--- src/rtl/spi_fe_pkg.sv ---
package spi_fe_pkg;
  // byte offsets of the registers; word address = offset / 4
  localparam int OFF_CFG  = 'h00;
  localparam int OFF_DIV  = 'h04;
  localparam int OFF_CMD  = 'h08;
  localparam int OFF_STAT = 'h0C;
  localparam int OFF_IEN  = 'h10;
  localparam int OFF_THR  = 'h14;
  localparam int OFF_LVL  = 'h18;
  localparam int OFF_TXD  = 'h1C;
  localparam int OFF_RXD  = 'h20;

  localparam logic [11:0] CFG_KEEP = 12'hC3F;
  localparam logic [31:0] CMD_KEEP = 32'hFFFF_0013;
  localparam logic [7:0]  THR_INIT = 8'h80;
  localparam logic [31:0] DIV_LO   = 32'd4;
  localparam logic [31:0] DIV_HI   = 32'd65535;

  // status bit positions
  localparam int ST_PEND = 0;
  localparam int ST_DONE = 1;
  localparam int ST_TXTH = 2;
  localparam int ST_RXTH = 3;
  localparam int ST_TXUF = 4;
  localparam int ST_RXOF = 5;

  function automatic logic [15:0] clamp_div(input logic [31:0] v);
    if (v < DIV_LO)      return DIV_LO[15:0];
    else if (v > DIV_HI) return DIV_HI[15:0];
    else                 return v[15:0];
  endfunction

  // status flags [5:1] gated by enable bits [4:0]
  function automatic logic irq_from(input logic [5:0] st, input logic [4:0] ie);
    return |(st[5:1] & ie);
  endfunction
endpackage

--- src/rtl/spi_fe_fifo.sv ---
module spi_fe_fifo #(
  parameter int W     = 32,
  parameter int DEPTH = 8,
  parameter int CNT_W = $clog2(DEPTH + 1)
) (
  input  logic             clk,
  input  logic             rst_n,
  input  logic             push,
  input  logic [W-1:0]     din,
  input  logic             pop,
  output logic [W-1:0]     dout,
  output logic [CNT_W-1:0] count,
  output logic             full,
  output logic             empty
);
  localparam int PTR_W = (DEPTH > 1) ? $clog2(DEPTH) : 1;
  localparam logic [PTR_W-1:0] LAST = PTR_W'(DEPTH - 1);

  logic [W-1:0]     mem [DEPTH];
  logic [PTR_W-1:0] wp, rp;
  logic             do_push, do_pop;

  assign full    = (count == CNT_W'(DEPTH));
  assign empty   = (count == '0);
  assign do_push = push && !full;
  assign do_pop  = pop && !empty;
  assign dout    = empty ? '0 : mem[rp];

  always_ff @(posedge clk) begin
    if (do_push) mem[wp] <= din;
  end

  always_ff @(posedge clk or negedge rst_n) begin
    if (!rst_n) begin
      wp    <= '0;
      rp    <= '0;
      count <= '0;
    end else begin
      if (do_push) wp <= (wp == LAST) ? '0 : wp + 1'b1;
      if (do_pop)  rp <= (rp == LAST) ? '0 : rp + 1'b1;
      case ({do_push, do_pop})
        2'b10:   count <= count + 1'b1;
        2'b01:   count <= count - 1'b1;
        default: count <= count;
      endcase
    end
  end

  // level never exceeds the depth
  p_level_bound_r7: assert property (@(posedge clk) disable iff (!rst_n)
    count <= CNT_W'(DEPTH));
  // a push into a full FIFO without a pop leaves it full
  p_full_drop_r7: assert property (@(posedge clk) disable iff (!rst_n)
    (full && push && !pop) |=> full);
  // a pop of an empty FIFO without a push leaves it empty
  p_empty_hold_r8: assert property (@(posedge clk) disable iff (!rst_n)
    (empty && pop && !push) |=> empty);
endmodule

--- src/rtl/spi_fe_status.sv ---
module spi_fe_status (
  input  logic       clk,
  input  logic       rst_n,
  input  logic       pend_set,
  input  logic       pend_clr,
  input  logic [5:1] flag_set,
  input  logic [5:1] flag_clr,
  input  logic [4:0] ien,
  output logic [5:0] status,
  output logic       irq
);
  import spi_fe_pkg::*;

  always_ff @(posedge clk or negedge rst_n) begin
    if (!rst_n) begin
      status <= '0;
    end else begin
      // launch wins over end in the same cycle
      status[ST_PEND] <= pend_set | (status[ST_PEND] & ~pend_clr);
      // a new event wins over a write-one clear in the same cycle
      status[5:1]     <= (status[5:1] & ~flag_clr) | flag_set;
    end
  end

  assign irq = irq_from(status, ien);

  // an end-of-transfer leaves done set
  p_done_after_end_r5: assert property (@(posedge clk) disable iff (!rst_n)
    pend_clr |=> status[ST_DONE]);
  // pending moves only on launch or end
  p_pend_hold_r6: assert property (@(posedge clk) disable iff (!rst_n)
    (!pend_set && !pend_clr) |=> (status[ST_PEND] == $past(status[ST_PEND])));
  // nothing enabled, no interrupt
  p_irq_quiet_r11: assert property (@(posedge clk) disable iff (!rst_n)
    (ien == '0) |-> !irq);
endmodule

--- src/rtl/spi_ctrl_frontend.sv ---
module spi_ctrl_frontend #(
  parameter int ADDR_W = 4,
  parameter int DEPTH  = 8
) (
  input  logic              clk,
  input  logic              rst_n,
  input  logic              bus_wr,
  input  logic              bus_rd,
  input  logic [ADDR_W-1:0] bus_addr,
  input  logic [31:0]       bus_wdata,
  output logic [31:0]       bus_rdata,
  output logic              irq,
  output logic [11:0]       cfg_word,
  output logic [15:0]       div_value,
  output logic              cmd_start,
  output logic [31:0]       cmd_word,
  input  logic              eng_tx_pop,
  output logic [31:0]       eng_tx_data,
  input  logic              eng_rx_push,
  input  logic [31:0]       eng_rx_data,
  input  logic              eng_done
);
  import spi_fe_pkg::*;

  localparam int CNT_W = $clog2(DEPTH + 1);
  localparam logic [ADDR_W-1:0] A_CFG  = ADDR_W'(OFF_CFG  / 4);
  localparam logic [ADDR_W-1:0] A_DIV  = ADDR_W'(OFF_DIV  / 4);
  localparam logic [ADDR_W-1:0] A_CMD  = ADDR_W'(OFF_CMD  / 4);
  localparam logic [ADDR_W-1:0] A_STAT = ADDR_W'(OFF_STAT / 4);
  localparam logic [ADDR_W-1:0] A_IEN  = ADDR_W'(OFF_IEN  / 4);
  localparam logic [ADDR_W-1:0] A_THR  = ADDR_W'(OFF_THR  / 4);
  localparam logic [ADDR_W-1:0] A_LVL  = ADDR_W'(OFF_LVL  / 4);
  localparam logic [ADDR_W-1:0] A_TXD  = ADDR_W'(OFF_TXD  / 4);
  localparam logic [ADDR_W-1:0] A_RXD  = ADDR_W'(OFF_RXD  / 4);

  logic [4:0]       ien_q;
  logic [7:0]       thr_q;
  logic [5:0]       status;
  logic [CNT_W-1:0] tx_cnt, rx_cnt;
  logic             tx_full, tx_empty, rx_full, rx_empty;
  logic [31:0]      rx_head;

  // named internal events
  logic       wr_cmd, wr_stat, wr_txd, rd_rxd;
  logic       tx_low, rx_high, tx_under, rx_over;
  logic [5:1] flag_set, flag_clr;

  assign wr_cmd   = bus_wr && (bus_addr == A_CMD);
  assign wr_stat  = bus_wr && (bus_addr == A_STAT);
  assign wr_txd   = bus_wr && (bus_addr == A_TXD);
  assign rd_rxd   = bus_rd && (bus_addr == A_RXD);
  assign tx_low   = 4'(tx_cnt) <= thr_q[3:0];
  assign rx_high  = 4'(rx_cnt) >= thr_q[7:4];
  assign tx_under = eng_tx_pop && tx_empty;
  assign rx_over  = eng_rx_push && rx_full;

  assign flag_set = {rx_over, tx_under, rx_high, tx_low, eng_done};
  assign flag_clr = wr_stat ? bus_wdata[5:1] : 5'b0;

  always_ff @(posedge clk or negedge rst_n) begin
    if (!rst_n) begin
      cfg_word  <= '0;
      div_value <= DIV_LO[15:0];
      cmd_word  <= '0;
      cmd_start <= 1'b0;
      ien_q     <= '0;
      thr_q     <= THR_INIT;
    end else begin
      cmd_start <= wr_cmd;
      if (bus_wr) begin
        case (bus_addr)
          A_CFG:   cfg_word  <= bus_wdata[11:0] & CFG_KEEP;
          A_DIV:   div_value <= clamp_div(bus_wdata);
          A_CMD:   cmd_word  <= bus_wdata & CMD_KEEP;
          A_IEN:   ien_q     <= bus_wdata[4:0];
          A_THR:   thr_q     <= bus_wdata[7:0];
          default: ;
        endcase
      end
    end
  end

  spi_fe_fifo #(.W(32), .DEPTH(DEPTH), .CNT_W(CNT_W)) u_txq (
    .clk(clk), .rst_n(rst_n),
    .push(wr_txd), .din(bus_wdata),
    .pop(eng_tx_pop), .dout(eng_tx_data),
    .count(tx_cnt), .full(tx_full), .empty(tx_empty)
  );

  spi_fe_fifo #(.W(32), .DEPTH(DEPTH), .CNT_W(CNT_W)) u_rxq (
    .clk(clk), .rst_n(rst_n),
    .push(eng_rx_push), .din(eng_rx_data),
    .pop(rd_rxd), .dout(rx_head),
    .count(rx_cnt), .full(rx_full), .empty(rx_empty)
  );

  spi_fe_status u_stat (
    .clk(clk), .rst_n(rst_n),
    .pend_set(wr_cmd), .pend_clr(eng_done),
    .flag_set(flag_set), .flag_clr(flag_clr),
    .ien(ien_q), .status(status), .irq(irq)
  );

  always_comb begin
    case (bus_addr)
      A_CFG:   bus_rdata = {20'b0, cfg_word};
      A_DIV:   bus_rdata = {16'b0, div_value};
      A_CMD:   bus_rdata = cmd_word;
      A_STAT:  bus_rdata = {26'b0, status};
      A_IEN:   bus_rdata = {27'b0, ien_q};
      A_THR:   bus_rdata = {24'b0, thr_q};
      A_LVL:   bus_rdata = {24'b0, 4'(tx_cnt), 4'(rx_cnt)};
      A_RXD:   bus_rdata = rx_head;
      default: bus_rdata = '0;
    endcase
  end

  // divider never leaves its legal range
  p_div_range_r3: assert property (@(posedge clk) disable iff (!rst_n)
    (div_value >= 16'd4));
  // a launch pulse is always accompanied by pending
  p_launch_pending_r4: assert property (@(posedge clk) disable iff (!rst_n)
    cmd_start |-> status[ST_PEND]);
  // an engine pop of an empty TX FIFO sees zero data
  p_under_zero_r10: assert property (@(posedge clk) disable iff (!rst_n)
    tx_under |-> (eng_tx_data == 32'b0));
  // an empty RX FIFO reads zero
  p_rx_empty_zero_r8: assert property (@(posedge clk) disable iff (!rst_n)
    (rx_empty && bus_addr == A_RXD) |-> (bus_rdata == 32'b0));
  // a full TX FIFO reports the full level
  p_tx_full_level_r7: assert property (@(posedge clk) disable iff (!rst_n)
    tx_full |-> (bus_addr != A_LVL || bus_rdata[7:4] == 4'(DEPTH)));
endmodule

--- config.mk ---
export PLATFORM = sky130hd
export DESIGN_NAME = spi_ctrl_frontend
export DESIGN_NICKNAME = d
export VERILOG_FILES = /design/src/rtl/spi_fe_pkg.sv /design/src/rtl/spi_fe_fifo.sv /design/src/rtl/spi_fe_status.sv /design/src/rtl/spi_ctrl_frontend.sv
export SDC_FILE = /design/constraint.sdc
export NUM_CORES = 1
export LEC_CHECK = 0
export BUFFER_PORTS_ARGS = -buffer_cell sky130_fd_sc_hd__buf_4
export CORE_MARGIN = 1
export CORE_UTILIZATION = 40
export DETAILED_ROUTE_END_ITERATION = 10
export PLACE_DENSITY_LB_ADDON = 0.12
export SETUP_SLACK_MARGIN = 0.15
export SLEW_MARGIN = 20
export SYNTH_ARGS = -nofsm -noshare
export SYNTH_HDL_FRONTEND = slang
export SYNTH_SLANG_ARGS = --single-unit
--- constraint.sdc ---
create_clock -name clk -period 8 [get_ports clk]
set_input_delay 1.6 -clock clk [delete_from_list [all_inputs] [get_ports clk]]
set_output_delay 1.6 -clock clk [all_outputs]
set_load 0.005 [all_outputs]
== Word level (Yosys, flattened, before mapping) ==
Memories as Yosys holds them, arrays and structs flattened.
Index checks and enable logic that the tools add are counted.
Operators by class
  $add $sub $neg: 8
  multipliers: 0
  divide/modulo/power cells: 0
  order comparisons: 4
  equality and inequality tests: 18
  shift-type cells: 0
  muxes and demuxes: 16
  bitwise operators: 7
  reduce and logical (&&, ||, !) cells: 25
Operator list (number)
  one-hot mux 32 bit (8 select lines): 1
  2-to-1 mux 32 bit: 2
  greater-than comparator 32 x 16 -> 1 bit, second input constant: 1
  < comparator 32 x 3 -> 1 bit, second input constant: 1
  2-to-1 mux 16 bit: 2
  == test 4 x 3 -> 1 bit, second input constant: 4
  one-hot mux 4 bit (2 select lines): 2
  adder 3 x 1 -> 3 bit, second input constant: 4
  == test 3 bit, second input constant: 4
  == test 4 bit, second input constant: 3
  logical NOT 4 bit: 3
  2-to-1 mux 3 bit: 4
  bitwise AND 5 bit: 2
  logical AND 1 bit: 10
  AND reduction 2 bit: 5
  adder 4 x 1 -> 4 bit, second input constant: 2
  == test 4 x 2 -> 1 bit, second input constant: 2
  subtractor 4 x 1 -> 4 bit, second input constant: 2
  2-to-1 mux 5 bit: 1
  NOT 5 bit: 1
  bitwise OR 5 bit: 1
  OR reduction 5 bit: 1
  == test 2 x 1 -> 1 bit, second input constant: 2
  == test 2 bit, second input constant: 2
  9 further kinds: 16
Word-level totals
  register bits: 83
  bits in latches: 0
  memory bits (writable): 512
  memory bits (read-only): 0
  memories kept: 2
Memory list
  u_rxq.mem: depth 8, width 32, read ports 1, clocked after Yosys merged registers in 0, write ports 1, RTL line spi_fe_fifo.sv:19  | logic [W-1:0] mem [DEPTH];
  u_txq.mem: depth 8, width 32, read ports 1, clocked after Yosys merged registers in 0, write ports 1, RTL line spi_fe_fifo.sv:19

== Longest topological paths before layout ==
Gate-level depths: netlist of run 1.
  depth in word-level cells: 6
  gate-level depth with buffers: 12
  gate-level depth less buffers: 11

== By module ==
From an unflattened synthesis of run 1, not the netlist that was laid out.
Second synthesis, totals
  cell total of the unflattened synthesis: 1264
  area total of the unflattened synthesis: 24269.5 µm²
Modules (own cells, without submodules)
  spi_fe_fifo at u_txq: times used 1, cells each 466, area each 10376.2 µm², sequential area each 7937.6 µm²
  spi_fe_fifo at u_rxq: times used 1, cells each 467, area each 10367.4 µm², sequential area each 7937.6 µm²
  spi_ctrl_frontend: times used 1, cells each 310, area each 3286.9 µm², sequential area each 1428.9 µm²
  spi_fe_status: times used 1, cells each 21, area each 239.0 µm², sequential area each 150.1 µm²

== Worst setup path after synthesis of run 1 ==
No wires, ideal clock.
  path kind: input to register
  start: input eng_rx_push
  end: memory u_rxq.mem[2][0] (enable)
  arrival time: 5.365 ns
  required time: 7.487 ns
  slack: 2.122 ns
  stages: 3
  buffers on the path: 1
  cells stage by stage: a21bo_2 > buf_2 > nor4b_1
On the way
  cells in the longest elaborated chain, start to end: 3
RTL lines
  from (decl): RTL line spi_ctrl_frontend.sv:19  | input logic eng_rx_push,
  logical AND 1 bit: RTL line spi_fe_fifo.sv:25  | assign do_push = push && !full;
  2-to-1 mux 1 bit: RTL line spi_fe_fifo.sv:30  | if (do_push) mem[wp] <= din;
  2-to-1 mux 1 bit (implied by the code): RTL line spi_fe_fifo.sv:30
  to (decl): RTL line spi_fe_fifo.sv:19
No other way between the ends.

== Final worst setup path of run 1 ==
  start: input bus_addr[0]
  end: output bus_rdata[9]
On the way
  cells in the longest elaborated chain, start to end: 2
  elaborated cells on any way between the ends: 9
  those cells by class: eq/ne (7); mux (1); reduce/logical (1)
RTL lines
  from (decl): RTL line spi_ctrl_frontend.sv:9  | input logic [ADDR_W-1:0] bus_addr,
  == test 4 bit, or another cell as far along: RTL line spi_ctrl_frontend.sv:105  | case (bus_addr)
  one-hot mux 32 bit (8 select lines) *: RTL line spi_ctrl_frontend.sv:105
  to (decl): RTL line spi_ctrl_frontend.sv:11  | output logic [31:0] bus_rdata,
Every way passes the cells marked *; elsewhere a longest branch is shown, timed or not.

==> results of run 1 <==
==> worst paths after layout <==
check                                      startpoint                          to  slack [ns]  cells after the start
min in group asynchronous                       rst_n     cfg_word[3]$_DFFE_PN0P_        0.86                      1
min                           u_txq.rp[2]$_DFFE_PN0P_     u_txq.rp[2]$_DFFE_PN0P_        0.52                      1
max                                       bus_addr[0]                bus_rdata[9]        2.79                      7
min reg2reg                   u_txq.rp[2]$_DFFE_PN0P_     u_txq.rp[2]$_DFFE_PN0P_        0.52                      1
max in group asynchronous                       rst_n     u_rxq.rp[0]$_DFFE_PN0P_        5.89                      2
max reg2reg                u_txq.count[1]$_DFFE_PN0P_  u_txq.count[2]$_DFFE_PN0P_        5.01                     11
==> per-layer routing <==
metal  wire [um]  global-route usage [%]  up-vias
met5          22                       0        -
met1       25700                    26.8     6392
li1            -                       -     5436
met3        2680                    3.36       77
met2       27800                    31.1      295
met4        1140                    5.97        4
==> cells in the mapped netlist, types with 15 or more instances <==
| library cell | count |
|---|---|
| mux2i_1 | 44 |
| buf_2 | 29 |
| inv_1 | 15 |
| nor2_1 | 51 |
| dfrtp_1 | 81 |
| mux4_2 | 130 |
| clkbuf_1 | 27 |
| nand2_1 | 87 |
| edfxtp_1 | 512 |
| buf_4 | 18 |
| a22oi_1 | 32 |
| mux2_2 | 40 |
| o21ai_0 | 24 |
| ha_1 | 22 |
==> placed cells by master, fill, tap and decap left out, types with 9 or more instances in the layout <==
cell and n:
edfxtp_1 512, buf_4 215, mux4_2 130, nand2_1 86, dfrtp_1 76, clkbuf_16 68
nor2_1 48, mux2i_1 44, mux2_2 40, a22oi_1 32, o21ai_0 24, ha_1 22
clkbuf_1 22, conb_1 17, inv_1 15, nor3_1 9
==> flip-flops by register name, summed over array words and instances (netlist names) <==
signal / cells
u_txq.mem: 256
u_txq.wp: 3
u_rxq.rp: 3
u_stat.status: 6
thr_q: 8
cfg_word: 8
u_txq.count: 4
u_txq.rp: 3
cmd_start: 1
u_rxq.wp: 3
u_rxq.mem: 256
u_rxq.count: 4
div_value: 16
cmd_word: 19
ien_q: 5
==> per-stage QoR <==
step                setup slack, ns  cell area [um2]  instances  utilization, %  hold slack [ns]
floorplan                      2.12            23900       1265               -            0.472
global route                   2.65            28300       2295            48.0            0.553
finish                         2.79            28300       2295            48.0            0.523
detailed placement             2.81            26200       2173            44.4            0.511
CTS                            2.80            28300       2294            48.0            0.523
global placement               2.89            26200       2173            44.4            0.501
==> worst reg2reg max path: stages (launching register included) <==
cell and delay (ns):
dfrtp_1 0.54, nor4_4 0.30, buf_4 0.48, nand2b_1 0.30
inv_1 0.11, ha_1 0.29, xor2_1 0.17, ha_1 0.19
a21oi_1 0.14, xor2_1 0.15, nor2_1 0.06, xor2_1 0.14
==> area by class of cell <==
| cell class | instances | area [um2] | area share, % |
|---|---|---|---|
| Inverter | 15 | 56.3 | 0.199 |
| Tap cell | 773 | 967 | 3.41 |
| Multi-Input combinational cell | 575 | 6120 | 21.6 |
| Sequential cell | 595 | 17500 | 61.6 |
| Clock buffer | 94 | 1840 | 6.49 |
| Clock inverter | 27 | 269 | 0.949 |
| Antenna cell | 1 | 2.50 | 0.00883 |
| Timing Repair Buffer | 215 | 1610 | 5.70 |
==> cell families after synthesis <==
kind of cell | count (synthesis)
flops | 595
xor+xnor | 10
mux | 222
fa+ha+maj | 22
compound gates | 104
buf+inv | 95
other cells | 1
simple gates | 200
==> power groups by stage <==
stage / registers, uW / clock network, uW / logic (uW)
after detailed placement: 4140 / 0 / 2300
after global routing: 4110 / 3120 / 2450
after CTS: 4080 / 3010 / 2310
after floorplan: 3900 / 0 / 1540
final: 4060 / 2930 / 2240
after global placement: 4130 / 0 / 2310
==> impl_metrics.csv, run 1 <==
group,metric,value,unit
global_route,antenna_found_initial,5,
clock_tree,root_buffer,"clkbuf_16",
logic_synthesis,synth_seq_cells,595,
power,p_switching,2620,uW
logic_synthesis,yosysWarningCount,0,
power,intPower,6620,uW
clock_tree,cts_inserted_buffers,66,
logic_synthesis,yosys-top-cells-area,"edfxtp_1 64%, mux4_2 12%, dfrtp_1 8.5%",
power,peakVddDrop,0.000194,V
logic_synthesis,synth.avg_cell_area,19.1,um2
logic_synthesis,synth_ff_type,"edfxtp_1",
sta,slew_headroom,30.3,%
logic_synthesis,synthMuxAreaShare,16.4,%
placement,gp_congestion,0.790,
clock_tree,postCtsSetupBuffers,0,
worst_setup_path,path_buf_inv,3,
power,swShare,28.3,%
routing,drtIter0Drc,792,
global_route,grt_pass1_wl,84.7,mm
worst_setup_path,cpPeakStageDelay,0.61,ns
global_route,grt_start_max_net_pins,70,
clock_tree,hold_buffers,0,
worst_setup_path,cp-start-kind,"primary input",
worst_hold_path,hp-class,"flop to flop",
sta,final_max_slew_viol_count,0,
worst_setup_path,cp.arrival,3.61,ns
worst_setup_path,cp.required,6.40,ns
sta,skew,0.0296,ns
clock_tree,htreeDepth,3,
power,clockPowerShare,31.7,%
worst_setup_path,crit_path_top_delay_cell,"or4b_4",
logic_synthesis,async_flop_share,13.9,%
final_layout,areaGrowthSynthToFinish,18.7,%
worst_setup_path,cp_common_cell,"buf_4",
routing,routed_wl,57.4,mm
worst_setup_path,crit_type,"primary input to primary output",
logic_synthesis,ys_types,64,
worst_setup_path,endpoint_kind,"primary output",
power,finalPower,9230,uW
sta,tightest_slew,1.05,ns
logic_synthesis,netlist_area,0.0239,mm2
routing,wl_per_cell,25.0,um
global_route,grt_use_total,19.3,%
sta,fmax,0.192,GHz
floorplan,fp.dieH,246,um
worst_setup_path,path_cells,"buf_4 > or4b_4 > nor3b_4 > buf_4 > a22oi_1 > nand2_1 > buf_4",
sta,hold_viol_final,0,
clock_tree,cts_resized,0,
routing,vias,12200,
final_layout,num-nets-final,1565,
logic_synthesis,ys_seq_area_share,73.1,%
floorplan,die_w,246,um
status,status,"finished clean",
logic_synthesis,synth_top_cell_area_share,64.4,%
routing,viasPerCell,5.32,
power,cellLeakagePower,0.00997,uW
placement,post-dp-hpwl,35.0,mm
logic_synthesis,yosysTopAreaCell,"edfxtp_1",
sta,setup_violations,0,
sta,rsz0062_at_grt,"false",
floorplan,die-area,0.0607,mm2
floorplan,core_region_area,0.0590,mm2
floorplan,rows,89,
logic_synthesis,synth_edf_count,512,
logic_synthesis,synthSimpleGateAreaFrac,4.00,%
sta,layout_min_cycle_time,5.21,ns
final_layout,fill_cells,4996,
power,p_seq_share,44.0,%
logic_synthesis,synth-xor-area-share,0.367,%
worst_setup_path,cp_max_fo,24,
floorplan,initial_core_util,40.4,%
power,p_per_area,326,mW/mm2
logic_synthesis,synth_compound_area_share,3.03,%
sta,setup_tns,0,ns
clock_tree,cts.sinks,595,
global_route,grt_pass1_vias,12800,
logic_synthesis,synthAdderAreaFrac,1.15,%
run,drv_cap,0,
floorplan,io_pins,201,
routing,firstDrtPassIters,4,
routing,route.detailed.drc,0,
logic_synthesis,synth_cells,1249,
clock_tree,clk_latency,0.60,ns
placement,placement.io_buffers,183,
final_layout,layout-drive-gt1-share,33.5,%
global_route,grt-ovfl-total,0,
clock_tree,cts_buffer_depth,3,
routing,drtAntennaViolNets,0,
clock_tree,cts_tree,"done",
logic_synthesis,synth_top_family_by_area,"multiplexers",
clock_tree,clkTransAtPathRegs,0.06,ns
worst_setup_path,cp_top_family,"simple AND/OR/NAND/NOR gates",
power,combPwrFrac,24.2,%
sta,fin_crit_sh,65.1,%
Power figures use the tool's default switching activity.
==> inputs of run 2 (changes only) <==
clock period = 4.63 ns   (was 8 ns; I/O delays follow)
==> impl_metrics.csv, run 2 (synthesis results as in run 1) <==
group,metric,value,unit
status,status,"finished clean",
clock_tree,root_buffer,"clkbuf_16",
routing,drtAntennaViolNets,0,
worst_setup_path,cp_max_fo,26,
final_layout,layout_commonest_cell,"edfxtp_1",
sta,setup_violations,0,
clock_tree,clk_latency,0.62,ns
clock_tree,clkTransAtPathRegs,0.06,ns
placement,post-dp-hpwl,35.7,mm
clock_tree,postCtsSetupBuffers,0,
global_route,grt_start_max_net_pins,67,
routing,routed_wl,58.4,mm
final_layout,final_cell_mix,"512 x edfxtp_1, 211 x buf_4, 130 x mux4_2",
routing,viasPerCell,5.39,
floorplan,core_region_area,0.0590,mm2
global_route,grt_pass1_vias,12700,
floorplan,die-area,0.0607,mm2
clock_tree,cts_resized,0,
sta,tightest_slew,0.926,ns
power,cellLeakagePower,0.00990,uW
placement,pre_cts_ws,0.804,ns
placement,dp_cells,2173,
sta,hold_viol_final,0,
clock_tree,cts_inserted_buffers,61,
power,peakVddDrop,0.000330,V
clock_tree,cts_tree,"done",
global_route,grt_pass1_wl,85.5,mm
worst_hold_path,hp-class,"primary input to async pin",
sta,setup_tns,0,ns
sta,slew_headroom,38.3,%
final_layout,final_cell_count_no_fill,2287,
placement,postPlaceCellArea,0.0263,mm2
worst_setup_path,cpPeakStageDelay,0.59,ns
sta,layout_min_cycle_time,3.84,ns
routing,wl_per_cell,25.5,um
final_layout,num-nets-final,1560,
global_route,met1_usage,27.9,%
clock_tree,hold_buffers,0,
worst_setup_path,crit_path_top_delay_cell,"or4b_4",
final_layout,areaGrowthSynthToFinish,18.1,%
worst_setup_path,cp.required,3.70,ns
worst_setup_path,cp.arrival,2.91,ns
sta,rsz0062_at_grt,"false",
worst_setup_path,endpoint_kind,"primary output",
final_layout,n_antenna_cell,0,
worst_setup_path,path_cells,"buf_4 > or4b_4 > nor3b_4 > buf_4 > a22oi_1 > nand2_1 > buf_4",
worst_setup_path,cp_top_family,"simple AND/OR/NAND/NOR gates",
run,drv_cap,0,
final_layout,post-route-util,47.8,%
worst_setup_path,crit_type,"primary input to primary output",
routing,route.detailed.drc,0,
final_layout,layout-drive-gt1-share,32.9,%
sta,fmax,0.260,GHz
sta,skew,0.0196,ns
global_route,grt-ovfl-total,0,
floorplan,initial_core_util,40.4,%
floorplan,io_pins,201,
routing,vias,12300,
global_route,grt_use_total,19.5,%
placement,gp_congestion,0.798,
global_route,top_usage_layer,"met2",
clock_tree,cts_buffer_depth,3,
global_route,antenna_found_initial,3,
sta,final_max_slew_viol_count,0,
clock_tree,cts.sinks,595,
global_route,grt_util_met2,30.9,%
worst_setup_path,path_buf_inv,3,
floorplan,fp.dieH,246,um
floorplan,die_w,246,um
worst_setup_path,cp-start-kind,"primary input",
routing,firstDrtPassIters,7,
placement,placement.io_buffers,183,
final_layout,fin_area,0.0282,mm2
final_layout,fill_cells,5057,
final_layout,reg_top3,"u_rxq.mem x256, u_txq.mem x256, cmd_word x19",
power,p_per_area,553,mW/mm2
sta,setup_slack,0.791,ns
routing,drtIter0Drc,912,
sta,fin_crit_sh,82.9,%
worst_setup_path,cp_common_cell,"buf_4",
global_route,met3_usage,3.08,%
clock_tree,htreeDepth,2,
floorplan,rows,89,
==> run 2: changes by cell type in the layout (fill, tap and decap cells not counted), sizes merged <==
cell / previous run / this run
clkinv: 17 / 22
diode: 1 / 0
inv: 19 / 16
bufinv: 4 / 1
clkbuf: 94 / 88
==> run 2: final cells by class <==
type / count / area (um2) / area share, %
Sequential cell: 595 / 17500 / 61.9
Multi-Input combinational cell: 575 / 6150 / 21.8
Clock buffer: 88 / 1740 / 6.17
Timing Repair Buffer: 215 / 1660 / 5.90
Tap cell: 773 / 967 / 3.43
Clock inverter: 26 / 146 / 0.519
Inverter: 15 / 56.3 / 0.200
==> run 2: final timing paths <==
| path | from | end | slack [ns] | cells after the start |
|---|---|---|---|---|
| max reg2reg | u_txq.count[1]$_DFFE_PN0P_ | u_txq.count[2]$_DFFE_PN0P_ | 1.64 | 11 |
| min | rst_n | cfg_word[1]$_DFFE_PN0P_ | 0.39 | 1 |
| max in group asynchronous | rst_n | cmd_word[18]$_DFFE_PN0P_ | 3.29 | 2 |
| min reg2reg | div_value[4]$_DFFE_PN0P_ | div_value[4]$_DFFE_PN0P_ | 0.52 | 2 |
| min in group clk | eng_done | u_stat.status[1]$_DFF_PN0_ | 0.52 | 2 |
| max | bus_addr[1] | bus_rdata[31] | 0.79 | 7 |
==> run 2: report_power, final <==
group	total [uW]	switching, uW	internal [uW]
Clock	4620	1970	2650
Sequential	7080	667	6410
Combinational	3910	1840	2070
Total	15600	4480	11100
==> run 2: metal layers <==
metal / share of wire, % / vias up
met5: 0.022 / -
met4: 2.2 / 2
met3: 5.3 / 89
met2: 48 / 341
met1: 45 / 6463
li1: - / 5423
==> run 2: metrics by stage <==
step	total power (uW)	hold WS, ns
2_1_floorplan	9410	0.472
3_3_place_gp	11200	0.503
3_5_place_dp	11200	0.513
4_1_cts	15900	0.374
5_1_grt	16400	0.419
6_report	15600	0.389
